===== src/rtl/vq_cfg_pkg.sv =====
package vq_cfg_pkg;

    typedef enum logic [2:0] {
        SZ_BYTE  = 3'd0,
        SZ_WORD  = 3'd1,
        SZ_DWORD = 3'd2,
        SZ_QWORD = 3'd3
    } acc_size_e;

    typedef enum logic {
        ST_IDLE = 1'b0,
        ST_RESP = 1'b1
    } rsp_state_e;

    localparam logic [5:0] OFF_DFSEL   = 6'h00;
    localparam logic [5:0] OFF_DFEAT   = 6'h04;
    localparam logic [5:0] OFF_DRFSEL  = 6'h08;
    localparam logic [5:0] OFF_DRFEAT  = 6'h0C;
    localparam logic [5:0] OFF_CFGVEC  = 6'h10;
    localparam logic [5:0] OFF_NUMQ    = 6'h12;
    localparam logic [5:0] OFF_STATUS  = 6'h14;
    localparam logic [5:0] OFF_GEN     = 6'h15;
    localparam logic [5:0] OFF_QSEL    = 6'h16;
    localparam logic [5:0] OFF_QSIZE   = 6'h18;
    localparam logic [5:0] OFF_QVEC    = 6'h1A;
    localparam logic [5:0] OFF_QEN     = 6'h1C;
    localparam logic [5:0] OFF_QNOTIFY = 6'h1E;
    localparam logic [5:0] OFF_RING0   = 6'h20;

    localparam int RING_COUNT = 3;

endpackage


===== src/rtl/vq_feature_pager.sv =====
module vq_feature_pager #(
    parameter int SELW  = 32,
    parameter int PAGES = 2
) (
    input  logic            clk,
    input  logic            rst_n,
    input  logic            we_dev_sel,
    input  logic            we_drv_sel,
    input  logic            we_ack,
    input  logic [31:0]     wdata,
    input  logic [63:0]     features,
    output logic [SELW-1:0] dev_sel,
    output logic [SELW-1:0] drv_sel,
    output logic [31:0]     page_out,
    output logic            ack_valid,
    output logic [63:0]     ack_data
);
    localparam logic [SELW-1:0] PAGE_LIM = SELW'(PAGES);

    always_ff @(posedge clk) begin
        if (!rst_n) begin
            dev_sel   <= '0;
            drv_sel   <= '0;
            ack_valid <= 1'b0;
            ack_data  <= '0;
        end else begin
            if (we_dev_sel) dev_sel <= wdata[SELW-1:0];
            if (we_drv_sel) drv_sel <= wdata[SELW-1:0];
            ack_valid <= we_ack && (drv_sel < PAGE_LIM);
            if (we_ack && (drv_sel < PAGE_LIM))
                ack_data <= drv_sel[0] ? {wdata, 32'h0} : {32'h0, wdata};
        end
    end

    always_comb begin
        if (dev_sel >= PAGE_LIM) page_out = '0;
        else if (dev_sel[0])     page_out = features[63:32];
        else                     page_out = features[31:0];
    end
endmodule


===== src/rtl/vq_queue_bank.sv =====
module vq_queue_bank #(
    parameter int NQ        = 8,
    parameter int QSIZE_MAX = 256,
    parameter int QIW       = 3
) (
    input  logic             clk,
    input  logic             rst_n,
    input  logic [QIW-1:0]   sel_idx,
    input  logic             sel_ok,
    input  logic             we_size,
    input  logic             we_vec,
    input  logic             we_en,
    input  logic [2:0]       ring_we,
    input  logic [1:0]       ring_mask,
    input  logic [63:0]      wdata,
    output logic [15:0]      rd_size,
    output logic [15:0]      rd_vec,
    output logic             rd_en,
    output logic [NQ*16-1:0] q_size_o,
    output logic [NQ-1:0]    q_en_o,
    output logic [NQ*64-1:0] q_desc_o,
    output logic [NQ*64-1:0] q_avail_o,
    output logic [NQ*64-1:0] q_used_o
);
    localparam logic [15:0] SIZE_RST = 16'(QSIZE_MAX);

    logic [15:0] size_a [NQ];
    logic [15:0] vec_a  [NQ];
    logic        en_a   [NQ];

    for (genvar g = 0; g < NQ; g++) begin : g_q
        logic        hit;
        logic [15:0] size_r, vec_r;
        logic        en_r;
        logic [63:0] ring_r [3];

        assign hit = sel_ok && (sel_idx == QIW'(g));

        always_ff @(posedge clk) begin
            if (!rst_n) begin
                size_r <= SIZE_RST;
                vec_r  <= '0;
                en_r   <= 1'b0;
                for (int k = 0; k < 3; k++) ring_r[k] <= '0;
            end else if (hit) begin
                if (we_size) size_r <= wdata[15:0];
                if (we_vec)  vec_r  <= wdata[15:0];
                if (we_en)   en_r   <= (wdata[15:0] == 16'd1);
                for (int k = 0; k < 3; k++) begin
                    if (ring_we[k] && ring_mask[0]) ring_r[k][31:0]  <= wdata[31:0];
                    if (ring_we[k] && ring_mask[1]) ring_r[k][63:32] <= wdata[63:32];
                end
            end
        end

        assign size_a[g] = size_r;
        assign vec_a[g]  = vec_r;
        assign en_a[g]   = en_r;
        assign q_size_o[g*16 +: 16]  = size_r;
        assign q_en_o[g]             = en_r;
        assign q_desc_o[g*64 +: 64]  = ring_r[0];
        assign q_avail_o[g*64 +: 64] = ring_r[1];
        assign q_used_o[g*64 +: 64]  = ring_r[2];
    end

    always_comb begin
        rd_size = '0;
        rd_vec  = '0;
        rd_en   = 1'b0;
        for (int i = 0; i < NQ; i++) begin
            if (sel_ok && sel_idx == QIW'(i)) begin
                rd_size = size_a[i];
                rd_vec  = vec_a[i];
                rd_en   = en_a[i];
            end
        end
    end
endmodule


===== src/rtl/vq_common_regs.sv =====
module vq_common_regs #(
    parameter int NQ        = 8,
    parameter int QSIZE_MAX = 256
) (
    input  logic             clk,
    input  logic             rst_n,
    input  logic             req_valid,
    input  logic             req_write,
    input  logic [2:0]       req_size,
    input  logic [5:0]       req_offset,
    input  logic [63:0]      req_wdata,
    output logic             rsp_valid,
    output logic [63:0]      rsp_rdata,
    input  logic [63:0]      dev_features,
    output logic             feat_ack_valid,
    output logic [63:0]      feat_ack_data,
    output logic [NQ*16-1:0] q_size,
    output logic [NQ-1:0]    q_enable,
    output logic [NQ*64-1:0] q_desc,
    output logic [NQ*64-1:0] q_avail,
    output logic [NQ*64-1:0] q_used
);
    import vq_cfg_pkg::*;

    localparam int          QIW    = (NQ > 1) ? $clog2(NQ) : 1;
    localparam logic [15:0] NQ_VAL = 16'(NQ);

    rsp_state_e state_q, state_d;

    logic        wr, rd, is_b, is_w, is_d, is_q;
    logic [7:0]  status_q;
    logic [15:0] cfgvec_q, qsel_q;
    logic        sel_ok;
    logic [2:0]  ring_we;
    logic [1:0]  ring_mask;
    logic [63:0] ring_wdata, rd_mux;
    logic [31:0] dev_sel, drv_sel, feat_page;
    logic [15:0] b_size, b_vec;
    logic        b_en;

    assign wr   = req_valid &&  req_write;
    assign rd   = req_valid && !req_write;
    assign is_b = (req_size == SZ_BYTE);
    assign is_w = (req_size == SZ_WORD);
    assign is_d = (req_size == SZ_DWORD);
    assign is_q = (req_size == SZ_QWORD);

    assign sel_ok = (qsel_q < NQ_VAL);

    // ring address decode: dword halves or qword at the base
    for (genvar k = 0; k < RING_COUNT; k++) begin : g_ring
        localparam logic [5:0] BASE = OFF_RING0 + 6'(8 * k);
        assign ring_we[k] = wr && ((is_d && (req_offset == BASE || req_offset == BASE + 6'd4))
                                || (is_q && req_offset == BASE));
    end
    assign ring_mask  = is_q ? 2'b11 : (req_offset[2] ? 2'b10 : 2'b01);
    assign ring_wdata = is_q ? req_wdata : {req_wdata[31:0], req_wdata[31:0]};

    always_ff @(posedge clk) begin
        if (!rst_n) begin
            status_q <= '0;
            cfgvec_q <= '0;
            qsel_q   <= '0;
        end else begin
            if (wr && is_b && req_offset == OFF_STATUS) status_q <= req_wdata[7:0];
            if (wr && is_w && req_offset == OFF_CFGVEC) cfgvec_q <= req_wdata[15:0];
            if (wr && is_w && req_offset == OFF_QSEL)   qsel_q   <= req_wdata[15:0];
        end
    end

    vq_feature_pager #(.SELW(32), .PAGES(2)) u_pager (
        .clk        (clk),
        .rst_n      (rst_n),
        .we_dev_sel (wr && is_d && req_offset == OFF_DFSEL),
        .we_drv_sel (wr && is_d && req_offset == OFF_DRFSEL),
        .we_ack     (wr && is_d && req_offset == OFF_DRFEAT),
        .wdata      (req_wdata[31:0]),
        .features   (dev_features),
        .dev_sel    (dev_sel),
        .drv_sel    (drv_sel),
        .page_out   (feat_page),
        .ack_valid  (feat_ack_valid),
        .ack_data   (feat_ack_data)
    );

    vq_queue_bank #(.NQ(NQ), .QSIZE_MAX(QSIZE_MAX), .QIW(QIW)) u_bank (
        .clk       (clk),
        .rst_n     (rst_n),
        .sel_idx   (qsel_q[QIW-1:0]),
        .sel_ok    (sel_ok),
        .we_size   (wr && is_w && req_offset == OFF_QSIZE),
        .we_vec    (wr && is_w && req_offset == OFF_QVEC),
        .we_en     (wr && is_w && req_offset == OFF_QEN),
        .ring_we   (ring_we),
        .ring_mask (ring_mask),
        .wdata     (ring_wdata),
        .rd_size   (b_size),
        .rd_vec    (b_vec),
        .rd_en     (b_en),
        .q_size_o  (q_size),
        .q_en_o    (q_enable),
        .q_desc_o  (q_desc),
        .q_avail_o (q_avail),
        .q_used_o  (q_used)
    );

    // width-selective read decode
    always_comb begin
        rd_mux = '0;
        if (is_b) begin
            if (req_offset == OFF_STATUS) rd_mux = {56'h0, status_q};
        end else if (is_w) begin
            case (req_offset)
                OFF_CFGVEC:  rd_mux = {48'h0, cfgvec_q};
                OFF_NUMQ:    rd_mux = {48'h0, NQ_VAL};
                OFF_QSEL:    rd_mux = {48'h0, qsel_q};
                OFF_QSIZE:   rd_mux = {48'h0, b_size};
                OFF_QVEC:    rd_mux = {48'h0, b_vec};
                OFF_QEN:     rd_mux = {63'h0, b_en};
                OFF_QNOTIFY: rd_mux = {48'h0, qsel_q};
                default:     rd_mux = '0;
            endcase
        end else if (is_d) begin
            case (req_offset)
                OFF_DFSEL:  rd_mux = {32'h0, dev_sel};
                OFF_DFEAT:  rd_mux = {32'h0, feat_page};
                OFF_DRFSEL: rd_mux = {32'h0, drv_sel};
                default:    rd_mux = '0;
            endcase
        end
    end

    // response state register
    always_ff @(posedge clk) begin
        if (!rst_n) state_q <= ST_IDLE;
        else        state_q <= state_d;
    end

    always_comb begin
        unique case (state_q)
            ST_IDLE: state_d = rd ? ST_RESP : ST_IDLE;
            ST_RESP: state_d = rd ? ST_RESP : ST_IDLE;
            default: state_d = ST_IDLE;
        endcase
    end

    // response outputs
    always_ff @(posedge clk) begin
        if (!rst_n)  rsp_rdata <= '0;
        else if (rd) rsp_rdata <= rd_mux;
    end
    assign rsp_valid = (state_q == ST_RESP);
endmodule


===== config.mk =====
export PLATFORM = sky130hd
export DESIGN_NAME = vq_common_regs
export DESIGN_NICKNAME = d
export VERILOG_FILES = /design/src/rtl/vq_cfg_pkg.sv /design/src/rtl/vq_feature_pager.sv /design/src/rtl/vq_queue_bank.sv /design/src/rtl/vq_common_regs.sv
export SDC_FILE = /design/constraint.sdc
export NUM_CORES = 2
export LEC_CHECK = 0
export BUFFER_PORTS_ARGS = -buffer_cell sky130_fd_sc_hd__buf_2
export CORE_AREA = 2 2 757 759
export CTS_CLUSTER_DIAMETER = 150
export DETAILED_ROUTE_END_ITERATION = 8
export DIE_AREA = 0 0 759 761
export MAX_ROUTING_LAYER = met4
export SLEW_MARGIN = 0
export SYNTH_ARGS = -nofsm -noshare
export SYNTH_HDL_FRONTEND = slang
export SYNTH_SLANG_ARGS = --single-unit

===== constraint.sdc =====
create_clock -name clk -period 13.1 [get_ports clk]
set_clock_uncertainty 0.2 [all_clocks]
set_input_delay 2.62 -clock clk [delete_from_list [all_inputs] [get_ports clk]]
set_output_delay 2.62 -clock clk [all_outputs]
set_load 0.1 [all_outputs]

== After elaboration in Yosys (flattened, before gate mapping) ==
Memories as Yosys holds them, arrays and structs flattened.
Index checks and enable logic that the tools add are counted.

* Logic and storage cells: 429
* Input port bits: 141
* Bits in registers: 498
* Bits in writable memories: 1536
* Memories: 8

{| class="wikitable"
|+ Memory list
! memory !! words !! bits a word !! read ports !! clocked after Yosys merged registers in !! wr ports !! RTL line !! RTL
|-
| u_bank.g_q[0].ring_r || 3 || 64 || 3 || 0 || 3 || vq_queue_bank.sv:35 || <nowiki>logic [63:0] ring_r [3];</nowiki>
|-
| u_bank.g_q[1].ring_r || 3 || 64 || 3 || 0 || 3 || vq_queue_bank.sv:35 ||
|-
| u_bank.g_q[2].ring_r || 3 || 64 || 3 || 0 || 3 || vq_queue_bank.sv:35 ||
|-
| u_bank.g_q[3].ring_r || 3 || 64 || 3 || 0 || 3 || vq_queue_bank.sv:35 ||
|-
| u_bank.g_q[4].ring_r || 3 || 64 || 3 || 0 || 3 || vq_queue_bank.sv:35 ||
|-
| u_bank.g_q[5].ring_r || 3 || 64 || 3 || 0 || 3 || vq_queue_bank.sv:35 ||
|-
| +2 memories || -- || -- || -- || -- || -- || -- ||
|}

* Bitwise logic cells: 48
* Reduce and logical (&&, ||, !) cells: 73
* Magnitude comparators: 3
* Equality and inequality tests: 28
* Muxes and demuxes: 236

{| class="wikitable"
|+ Operators with widths
! kind !! count
|-
| two-way mux 32 bit || 51
|-
| two-way mux 16 bit || 16
|-
| two-way mux 64 bit || 4
|-
| two-way mux 1 bit || 160
|-
| case mux 16 bit (6 select lines) || 1
|-
| case mux 32 bit (3 select lines) || 1
|-
| equality test 6 x 5 -> 1 bit, second input constant || 8
|-
| OR 1 bit || 48
|-
| AND reduction 2 bit || 24
|-
| logical AND 1 bit || 38
|-
| equality test 6 bit, second input constant || 6
|-
| >= comparator 32 x 2 -> 1 bit, second input constant || 1
|-
| less-than comparator 32 x 2 -> 1 bit, second input constant || 1
|-
| equality test 16 x 1 -> 1 bit, second input constant || 1
|-
| less-than comparator 16 x 4 -> 1 bit, second input constant || 1
|-
| equality test 3 x 2 -> 1 bit, second input constant || 4
|-
| equality test 3 bit, second input constant || 4
|-
| equality test 6 x 4 -> 1 bit, second input constant || 2
|-
| two-way mux 8 bit || 1
|-
| equality test 3 x 1 -> 1 bit, second input constant || 2
|-
| equality test 6 x 3 -> 1 bit, second input constant || 1
|-
| logical NOT 3 bit || 2
|-
| logical NOT 6 bit || 1
|-
| logical OR 1 bit || 6
|-
| 3 further kinds || 4
|}

== Longest topological paths before layout ==
* Depth in word-level cells: 13
* Mapped depth: 10

== Modules after synthesis ==
Synthesis repeated with hierarchy kept, for this count alone.

* Cell total of the unflattened synthesis: 5295
* Area, all modules: 75089.5 µm²

{| class="wikitable"
|+ By module, submodules not included
! module !! times used !! sequential area each (µm²) !! cells each !! area an instance (µm²)
|-
| vq_queue_bank || 1 || 51409.3 || 4117 || 64483.1
|-
| vq_feature_pager || 1 || 2582.5 || 585 || 5740.5
|-
| vq_common_regs || 1 || 1461.4 || 593 || 4865.9
|}

== Worst setup path before layout ==
Ideal clock, no wire load.

* Path kind: input to register
* From: input port req_size[1]
* To: memory u_bank.g_q[4].ring_r[1][32], enable pin
* Setup slack: 6.435 ns
* Arrival: 6.000 ns
* Cell stages on the path: 6
* Data required time: 12.434 ns
* Cells stage by stage: nor2b_1 > nand2_1 > buf_1 > mux2i_1 > nand3_1 > o21ai_0

{| class="wikitable"
|+ RTL lines
! item !! RTL line !! RTL
|-
| from (decl) || vq_common_regs.sv:9 || <nowiki>input logic [2:0] req_size,</nowiki>
|-
| to (decl) || vq_queue_bank.sv:35 ||
|}

==> results.sh <==
export IMPL_rows=278
export IMPL_layout_setup_ws_ns=7.46
export IMPL_cp_slowest_cell="buf_4"
export IMPL_gp_congestion=1.02
export IMPL_track_usage_pct=19.0
export IMPL_crit_top_cell="buf_4"
export IMPL_cts_tree="built"
export IMPL_post_drt_wl_per_cell_um=37.5
export IMPL_synth_top_area_share_pct=63.6
export IMPL_cp_required_ns=13.68
export IMPL_ys_types=71
export IMPL_synthTopCellsByCount="1536 x edfxtp_1, 647 x nand2_1, 585 x nor2_1, 466 x dfxtp_1, 368 x clkbuf_1"
export IMPL_path_class="input pin to register"
export IMPL_drv_slew=0
export IMPL_die_h_um=761
export IMPL_crit_fanout=74
export IMPL_min_period_ns=5.64
export IMPL_dp_hpwl_mm=433
export IMPL_grt_start_max_net_pins=172
export IMPL_setup_viol=0
export IMPL_dp_cells=14389
export IMPL_crit_buf_inv=3
export IMPL_cts_resized=0
export IMPL_hold_path_end="u_bank.g_q[6].vec_r[15]"
export IMPL_postCtsHoldBufs=0
export IMPL_yosysWarnings=0
export IMPL_yosysMostFrequentCell="edfxtp_1"
export IMPL_cp_end_kind="register"
export IMPL_final_cells=14923
export IMPL_numCtsBuffers=228
export IMPL_die_area_sq_um=578000
export IMPL_ys_ff_latch=2002
export IMPL_fin_nets=7200
export IMPL_r2r_end="u_bank.g_q[7].ring_r[1][32]"
export IMPL_period_share_pct=43.1
export IMPL_fill_cells=62696
export IMPL_worstHoldPathCells=2
export IMPL_drt_antenna_violating_nets=0
export IMPL_total_power_w=0.0160
export IMPL_grt_pass1_wl_mm=678
export IMPL_synth_top_flop_cell="edfxtp_1"
export IMPL_power_density_nw_per_um2=159
export IMPL_tns_ns=0
export IMPL_crit_path_max_incr_delay_ns=0.80
export IMPL_post_route_drc_count=0
export IMPL_core_sq_um=570000
export IMPL_cts_sinks=2002
export IMPL_hold_violations=0
export IMPL_syn_inst=5133
export IMPL_drt_iter0_drc=8983
export IMPL_synth_area_leaders="edfxtp_1 64%, dfxtp_1 13%, nand2_1 3.3%"
export IMPL_htreeDepth=4
export IMPL_status="complete, no violations"
export IMPL_overflow=0
export IMPL_cp_cell_sequence="buf_2, nand2b_1, nor3_1, nand2_1, and3b_4, buf_4, buf_4, and3_1"
export IMPL_port_buffers=1910
export IMPL_ys_seq_area_share_pct=76.4
export IMPL_drive_above_1_share_pct=36.8
export IMPL_syn_area_sq_um=72600
export IMPL_min_delay_start="u_bank.g_q[6].vec_r[15]"
export IMPL_grt_pass1_vias=53508
export IMPL_path_clk_slew_ns=0.07
export IMPL_regToRegSetupSlack_ns=8.04
export IMPL_reg2reg_depth=6
export IMPL_synth_top_cell_by_area="edfxtp_1"
export IMPL_rsz0062_at_grt="false"
export IMPL_vias=58824
export IMPL_synth_edf_count=1536
export IMPL_routed_via_density=3.94
export IMPL_syn_mean_instance_area_sq_um=14.1
export IMPL_power_leakage_nw=39.0
export IMPL_area_growth_pct=38.4
export IMPL_worst_path_dominant_cell_family="simple AND/OR/NAND/NOR gates"
export IMPL_worst_slew_pin_slew_ns=1.40
export IMPL_clock_path_buffers=4
export IMPL_initial_core_util_pct=12.7
export IMPL_dr_pass1_iters=6
export IMPL_critPathLaunchType="input pin"
export IMPL_clkLatencyLatePin_ns=0.94
export IMPL_arrival_ns=6.22
export IMPL_crit_reg2reg_launch="qsel_q[1]"
export IMPL_slew_headroom_pct=6.16
export IMPL_pre_cts_ws_ns=6.32
export IMPL_post_cts_setup_buffer_count=0
export IMPL_irDropWorstVdd_uv=119
export IMPL_io_pins=1943
export IMPL_maxCapViolations=0
export IMPL_async_reset_ff_share_pct=0
export IMPL_antenna_found_initial=109
export IMPL_hold_path_class="register to register"
export IMPL_dieWidth_um=759
export IMPL_cts_root_buffer="clkbuf_16"
export IMPL_fmax_mhz=177
export IMPL_wirelength_mm=560
## flip-flops by register name, indices dropped and copies added (netlist names)
name / count
u_bank.g_q.ring_r: 1536
u_bank.g_q.size_r: 128
u_bank.g_q.vec_r: 128
u_pager.ack_data: 64
rsp_rdata: 32
u_pager.dev_sel: 32
u_pager.drv_sel: 32
cfgvec_q: 16
qsel_q: 16
status_q: 8
u_bank.g_q.en_r: 8
rsp_valid: 1
u_pager.ack_valid: 1
## metrics by stage
stage | utilization (%) | instance area, sq um | hold slack, ns
after global routing | 17.6 | 100000 | 0.269
after global placement | 16.2 | 92400 | 0.240
final | 17.6 | 100000 | 0.253
after CTS | 17.6 | 100000 | 0.252
after detailed placement | 16.2 | 92500 | 0.243
after floorplan | - | 72700 | 0.227
## worst min-delay path, delay by kind of cell (launching register included)
family	cells	cell delay, ns
flip-flops	1	0.31
AND/OR/NAND/NOR	1	0.05
AO/OA/AOI/OAI	1	0.05
## routing by layer
metal  global-route usage [%]  share of wire, %
met5                        -                 0
met4                     9.47               6.1
met3                     6.72                11
met2                     28.2                43
met1                     22.8                39
## worst max-delay path by stage
stage / slack [ns] / to / cells past startpoint / startpoint
after detailed placement: 6.32 / u_pager.ack_data[0] / 7 / req_size[2]
after global routing: 7.42 / u_bank.g_q[6].ring_r[1][50] / 8 / req_size[1]
after global placement: 6.32 / u_pager.ack_data[29] / 7 / req_offset[1]
after CTS: 7.43 / u_bank.g_q[6].ring_r[1][50] / 8 / req_size[1]
final: 7.46 / u_bank.g_q[4].ring_r[2][22] / 8 / req_size[2]
after floorplan: 6.43 / u_bank.g_q[4].ring_r[1][32] / 6 / req_size[1]
## final cells by class
type | instances | area, sq um | area share (%)
Tap cell | 7560 | 9460 | 9.42
Multi-Input combinational cell | 2701 | 16300 | 16.2
Antenna cell | 106 | 265 | 0.264
Clock buffer | 269 | 5970 | 5.94
Timing Repair Buffer | 2115 | 11200 | 11.2
Inverter | 11 | 41.3 | 0.0411
Sequential cell | 2002 | 55500 | 55.2
Clock inverter | 159 | 1740 | 1.73
## kinds of logic after synthesis
logic type             after synthesis  share of synthesized area [%]
XOR/XNOR                             1                         0.0121
AND/OR/NAND/NOR                   1685                           10.4
flip-flops                        2002                           76.4
buffers and inverters              461                           2.70
AO/OA/AOI/OAI                      838                           8.03
other                                1                        0.00517
multiplexers                       145                           2.44
## layout by cell type (no fill, tap or decap), types with 18 or more instances in the layout
cell type  count
a21boi_0     225
a21boi_1     130
a21oi_1       22
a221oi_1      19
a22o_1        67
a22oi_1       50
and3_1       258
buf_2       1889
buf_4        221
bufinv_16     22
clkbuf_1      31
clkbuf_16    229
clkinv_1      32
clkinv_2      41
conb_1        32
dfxtp_1      462
diode_2      106
edfxtp_1    1536
mux2_2        18
mux2i_1       71
mux2i_4       32
mux4_2        24
nand2_1      622
nand2_2       25
nand3_1       29
nor2_1       576
nor2b_1       28
nor3_1        20
nor4_1        19
o21ai_0      177
o21ai_4       30
o22ai_1       32
## report_power, final
group / switching [W] / total (W) / internal (W)
registers: 0.000105 / 0.00708 / 0.00697
clock network: 0.00299 / 0.00673 / 0.00374
logic: 0.00201 / 0.00221 / 0.000195
total: 0.00511 / 0.0160 / 0.0109
(Power assumes the default switching activity.)
